<file path="config.mk">
export PLATFORM = sky130hd
export DESIGN_NAME = kara3_poly_mul
export DESIGN_NICKNAME = d
export VERILOG_FILES = /design/src/rtl/kara3_pkg.sv /design/src/rtl/kara3_single_mul.sv /design/src/rtl/kara3_pair_mul.sv /design/src/rtl/kara3_combine.sv /design/src/rtl/kara3_poly_mul.sv
export SDC_FILE = /design/constraint.sdc
export NUM_CORES = 1
export LEC_CHECK = 0
export BUFFER_PORTS_ARGS = -buffer_cell sky130_fd_sc_hd__buf_2
export CAP_MARGIN = 25
export CORE_ASPECT_RATIO = 1.4
export CORE_MARGIN = 8
export CORE_UTILIZATION = 65
export DETAILED_ROUTE_END_ITERATION = 8
export PLACE_DENSITY = 0.92
export SLEW_MARGIN = 0
export SYNTH_ARGS = -nofsm -noshare
export SYNTH_HDL_FRONTEND = slang
export SYNTH_HIERARCHICAL = 1
export SYNTH_SLANG_ARGS = --single-unit
</file>
<file path="constraint.sdc">
create_clock -name vclk -period 14.1
set_clock_uncertainty 0.15 [all_clocks]
set_input_delay 1.41 -clock vclk [all_inputs]
set_output_delay 1.41 -clock vclk [all_outputs]
set_load 0.05 [all_outputs]
</file>
<file path="src/rtl/kara3_pkg.sv">
package kara3_pkg;

  localparam int unsigned TERMS = 3;
  localparam int unsigned PAIRS = 3;

  // Pair index -> lower coefficient index: pairs are (0,1), (0,2), (1,2)
  function automatic int unsigned pair_lo(input int unsigned k);
    return (k == 2) ? 1 : 0;
  endfunction

  // Pair index -> upper coefficient index
  function automatic int unsigned pair_hi(input int unsigned k);
    return (k == 0) ? 1 : 2;
  endfunction

endpackage

</file>
<file path="src/rtl/kara3_single_mul.sv">
module kara3_single_mul #(
  parameter int unsigned W = 4
) (
  input  logic [3*W-1:0]          opa,
  input  logic [3*W-1:0]          opb,
  output logic [2:0][2*W-1:0]     dsng
);
  import kara3_pkg::*;

  localparam int unsigned PW = 2 * W;

  for (genvar k = 0; k < TERMS; k++) begin : g_sng
    logic [PW-1:0] ax, bx;
    assign ax = {{W{1'b0}}, opa[k*W +: W]};
    assign bx = {{W{1'b0}}, opb[k*W +: W]};
    assign dsng[k] = ax * bx;
  end

endmodule

</file>
<file path="src/rtl/kara3_pair_mul.sv">
module kara3_pair_mul #(
  parameter int unsigned W = 4
) (
  input  logic [3*W-1:0]          opa,
  input  logic [3*W-1:0]          opb,
  output logic [2:0][2*W+1:0]     dpair
);
  import kara3_pkg::*;

  localparam int unsigned SW = W + 1;
  localparam int unsigned PW = 2 * W + 2;

  for (genvar k = 0; k < PAIRS; k++) begin : g_pair
    localparam int unsigned LO = pair_lo(k);
    localparam int unsigned HI = pair_hi(k);
    logic [SW-1:0] sa, sb;
    logic [PW-1:0] sax, sbx;
    assign sa  = {1'b0, opa[LO*W +: W]} + {1'b0, opa[HI*W +: W]};
    assign sb  = {1'b0, opb[LO*W +: W]} + {1'b0, opb[HI*W +: W]};
    assign sax = {{(PW-SW){1'b0}}, sa};
    assign sbx = {{(PW-SW){1'b0}}, sb};
    assign dpair[k] = sax * sbx;
  end

endmodule

</file>
<file path="src/rtl/kara3_combine.sv">
module kara3_combine #(
  parameter int unsigned W      = 4,
  parameter bit          EN_INT = 1'b1
) (
  input  logic [2:0][2*W-1:0]     dsng,
  input  logic [2:0][2*W+1:0]     dpair,
  output logic [2*W-1:0]          coef0,
  output logic [2*W:0]            coef1,
  output logic [2*W+1:0]          coef2,
  output logic [2*W:0]            coef3,
  output logic [2*W-1:0]          coef4,
  output logic [6*W-1:0]          prod
);

  localparam int unsigned CW = 2 * W + 3;   // working width, one spare bit
  localparam int unsigned OW = 6 * W;

  logic [CW-1:0] s0, s1, s2, p01, p02, p12;
  logic [CW-1:0] c1w, c2w, c3w;

  assign s0  = {3'b000, dsng[0]};
  assign s1  = {3'b000, dsng[1]};
  assign s2  = {3'b000, dsng[2]};
  assign p01 = {1'b0, dpair[0]};
  assign p02 = {1'b0, dpair[1]};
  assign p12 = {1'b0, dpair[2]};

  // Middle coefficients recovered from pair products by subtraction
  assign c1w = p01 - s0 - s1;
  assign c3w = p12 - s1 - s2;
  assign c2w = p02 - s0 - s2 + s1;

  assign coef0 = dsng[0];
  assign coef4 = dsng[2];
  assign coef1 = c1w[2*W:0];
  assign coef3 = c3w[2*W:0];
  assign coef2 = c2w[2*W+1:0];

  if (EN_INT) begin : g_int
    logic [OW-1:0] e0, e1, e2, e3, e4;
    assign e0 = {{(OW-2*W){1'b0}},   coef0};
    assign e1 = {{(OW-2*W-1){1'b0}}, coef1};
    assign e2 = {{(OW-2*W-2){1'b0}}, coef2};
    assign e3 = {{(OW-2*W-1){1'b0}}, coef3};
    assign e4 = {{(OW-2*W){1'b0}},   coef4};
    assign prod = e0 + (e1 << W) + (e2 << (2*W)) + (e3 << (3*W)) + (e4 << (4*W));
  end else begin : g_no_int
    assign prod = '0;
  end

  // Each pair product holds both single products plus a non-negative cross term
  always_comb begin
    p_cross_nonneg_r3 : assert ((p01 >= s0 + s1) && (p12 >= s1 + s2) && (p02 >= s0 + s2))
      else $error("pair product below its single products");
    p_no_overflow_r4 : assert (c2w[CW-1:2*W+2] == '0)
      else $error("x^2 coefficient exceeds its port width");
  end

endmodule

</file>
<file path="src/rtl/kara3_poly_mul.sv">
module kara3_poly_mul #(
  parameter int unsigned W      = 4,
  parameter bit          EN_INT = 1'b1
) (
  input  logic [3*W-1:0] opa_i,
  input  logic [3*W-1:0] opb_i,
  output logic [2*W-1:0] coef0_o,
  output logic [2*W:0]   coef1_o,
  output logic [2*W+1:0] coef2_o,
  output logic [2*W:0]   coef3_o,
  output logic [2*W-1:0] coef4_o,
  output logic [6*W-1:0] prod_o
);

  localparam int unsigned EW = 2 * W + 4;   // width for the x = 1 evaluation

  logic [2:0][2*W-1:0] dsng;
  logic [2:0][2*W+1:0] dpair;

  kara3_single_mul #(.W(W)) u_sng (
    .opa  (opa_i),
    .opb  (opb_i),
    .dsng (dsng)
  );

  kara3_pair_mul #(.W(W)) u_pair (
    .opa   (opa_i),
    .opb   (opb_i),
    .dpair (dpair)
  );

  kara3_combine #(.W(W), .EN_INT(EN_INT)) u_comb (
    .dsng  (dsng),
    .dpair (dpair),
    .coef0 (coef0_o),
    .coef1 (coef1_o),
    .coef2 (coef2_o),
    .coef3 (coef3_o),
    .coef4 (coef4_o),
    .prod  (prod_o)
  );

  // Observation wires for the assertions: polynomials evaluated at x = 1
  logic [EW-1:0] sum_a, sum_b, eval_ab, eval_c;
  assign sum_a = EW'(opa_i[0 +: W]) + EW'(opa_i[W +: W]) + EW'(opa_i[2*W +: W]);
  assign sum_b = EW'(opb_i[0 +: W]) + EW'(opb_i[W +: W]) + EW'(opb_i[2*W +: W]);
  assign eval_ab = sum_a * sum_b;
  assign eval_c  = EW'(coef0_o) + EW'(coef1_o) + EW'(coef2_o) + EW'(coef3_o) + EW'(coef4_o);

  always_comb begin
    p_eval_one_r8 : assert (eval_c == eval_ab)
      else $error("coefficient sum differs from product at x = 1");
    p_zero_operand_r6 : assert (!((opa_i == '0) || (opb_i == '0)) ||
                               ((coef0_o | coef4_o) == '0 && coef1_o == '0 &&
                                coef2_o == '0 && coef3_o == '0 && prod_o == '0))
      else $error("zero operand gives non-zero result");
    p_low_field_r5 : assert (!EN_INT || prod_o[W-1:0] == coef0_o[W-1:0])
      else $error("integer product low field mismatch");
  end

endmodule

</file>
# ---- Yosys cells after proc, flatten, opt, wreduce, memory -nomap -nowiden
# Cells that the tools add are included.
# Widths: inputs -> output; s select.
dict set report totals {
  output_inout_bits 68
  regBits 0
  input_bits 24
}
dict set report op_classes {
  add_sub_neg 17
  mul 6
}
# op n
set op_table {}
lappend op_table {{$sub 9x8->9} 4}
lappend op_table {{$add 4x4->5} 6}
lappend op_table {{$add 24x18->24} 1}
lappend op_table {{$add 24x21->24} 1}
lappend op_table {{$add 24x24->24} 1}
lappend op_table {{$mul 4x4->8} 3}
lappend op_table {{$sub 10x8->10} 2}
lappend op_table {{$mul 5x5->9} 2}
lappend op_table {{$add 8x13->14} 1}
lappend op_table {{$add 10x8->10} 1}
lappend op_table {{$mul 5x5->10} 1}

# ---- Longest topological paths before layout
dict set report logic_depth {
  word_depth 8
  depth_mapped 36
}

# ---- By module
# Netlist, hierarchy kept.
# module cells_per_inst instances area_each_um2
set by_module_without_submodules {}
lappend by_module_without_submodules {kara3_pair_mul 347 1 2954.1}
lappend by_module_without_submodules {kara3_combine 349 1 2925.3}
lappend by_module_without_submodules {kara3_single_mul 152 1 1313.8}

# ---- Least setup slack after synthesis
# OpenSTA, ideal clock, no wires.
dict set report synth_path {
  kind {input -> output}
  startpoint {in opb_i[0]}
  endpoint {out prod_o[23]}
  cell_stages 34
  t_arrival_ns 10.456
  path_buffers 0
  setup_slack_ns 2.084
  cell_sequence {ha_1 fa_1 a21o_1 a21oi_1 nand2b_1 fa_1 fa_1 fa_1 inv_1 ha_1 nor2b_4 o21ai_2 a21boi_2 nor2_1 fa_1 ha_1 xnor2_1 ha_1 a21oi_1 nand2_1 o21ai_0 o21ai_0 and2_1 nor2_1 ha_1 ha_1 fa_1 a21o_1 a21oi_1 nor2b_1 o211ai_1 nand2_1 a41o_1 xnor2_1}
}
# element line
set synth_lines {}
lappend synth_lines {{start, declared} kara3_poly_mul.sv:6} ;# input logic [3*W-1:0] opb_i,
lappend synth_lines {{end, declared} kara3_poly_mul.sv:12} ;# output logic [6*W-1:0] prod_o

==> metrics.yaml <==
outcome:
  status: "finished clean"
timing:
  finalSetupTns_ns: 0
  fmax_mhz: 84.5
  final_max_slew_viol_count: 0
  finalHoldViolations: 0
  grt_setup_unrepaired: "false"
  fin_crit_sh_pct: 83.9
  worstMarginPinSlew_ns: 0.864
  setup-violations-final: 0
  slew_headroom_pct: 42.0
  min_period_ns: 11.84
run:
  cap_viol_max_count: 0
grt:
  grt_overflow: 0
  antenna_found_initial: 5
  grt_use_total_pct: 23.9
  grt_pass1_wl_um: 29500
  grt_pass1_vias: 6443
  grt_start_max_net_pins: 9
synth:
  yosys_warnings: 6
  syn_area_per_cell_um2: 8.51
  syn_area_um2: 7140
  synth_nets: 1112
  postSynthCellCount: 839
setup_path:
  crit_start: "opb_i[0]"
  cp_common_cell: "ha_1"
  critPathArrivalTime_ns: 10.28
  end_kind: "output port"
  slowest_delay_ns: 0.54
  crit_required_ns: 12.54
  crit_type: "in -> out"
  cp_slowest_cell: "fa_1"
  worst_setup_path_start_kind: "primary input"
  path_max_fanout: 6
final_layout:
  syn_to_final_growth_pct: 6.94
  drive_gt1_share_pct: 12.5
  fillers: 813
  nets: 1185
  ff_latch_area_um2: 0
  clkbuf_count: 0
  seq_cells: 0
min_path:
  holdCritStartpoint: "opa_i[0]"
  holdPathStages: 3
  hp-class: "in -> out"
die:
  io_pins: 92
  dieHeight_um: 140
  die-area_um2: 14600
  initial_utilization_pct: 66.4
  rows: 45
  dieWidth_um: 105
  coreArea_um2: 10800
placement:
  routabilityCongestion: 0.931
  dp_hpwl_um: 16000
  io_buffers: 92
drt:
  ant_nets: 0
  totalWireLength_um: 18200
  firstDrtPassIters: 5
  drc_errors: 0
  drt_iter0_drc: 341
  routed-via-count: 6130
  via_per_inst: 5.80
  wl_per_cell_um: 17.3
clocking:
  cts_setup_buffers: 0
  cts_hold_buf: 0
  post_cts_resized: 0
==> critical path: cells and delay by family <==
kind | cells | cell delay [ns]
adder cells (fa/ha/maj) | 11 | 4.20
AO/OA/AOI/OAI | 11 | 2.27
AND/OR/NAND/NOR | 5 | 1.12
XOR/XNOR | 4 | 0.82
buffers and inverters | 3 | 0.46
==> worst paths after layout <==
path,endpoint,slack (ns)
max,prod_o[22],2.26
min,coef0_o[0],3.19
==> layout by cell type, fill, tap and decap left out, drive strengths merged, types with 5 or more instances in the layout <==
cell,instances
ha,167
inv,140
buf,92
fa,82
and2,59
xnor2,58
a21oi,55
nand2,53
nor2,50
a21o,31
xor2,25
o21ai,20
nor2b,12
o21bai,10
nand2b,9
diode,5
o211ai,5
nand3,5
o21a,5
==> per-stage QoR <==
step	instances	area [µm²]	setup WS (ns)	utilization, %	hold WS [ns]
2_1_floorplan	839	7140	2.08	-	2.99
3_3_place_gp	1051	7620	2.62	70.9	3.17
3_5_place_dp	1051	7620	2.41	70.9	3.19
4_1_cts	1051	7620	2.39	70.9	3.19
5_1_grt	1056	7630	1.90	71.0	3.20
6_report	1056	7630	2.26	71.0	3.19
==> layout make-up <==
cell class	count	area (µm²)	area share [%]
multi-input cells	678	6460	84.6
inverters	140	526	6.88
repair buffers	92	460	6.03
well taps	141	176	2.31
diodes	5	12.5	0.164
==> routing by layer <==
layer	track usage, %	vias up	routed length (µm)
met5	0	-	0
met1	25.2	2960	6840
met3	3.08	59	979
met4	14.8	0	1110
met2	44.1	230	9330
li1	-	2881	-
Power is not shown: default switching activity piles up to over one toggle a cycle in this logic, so the estimate is an artifact.
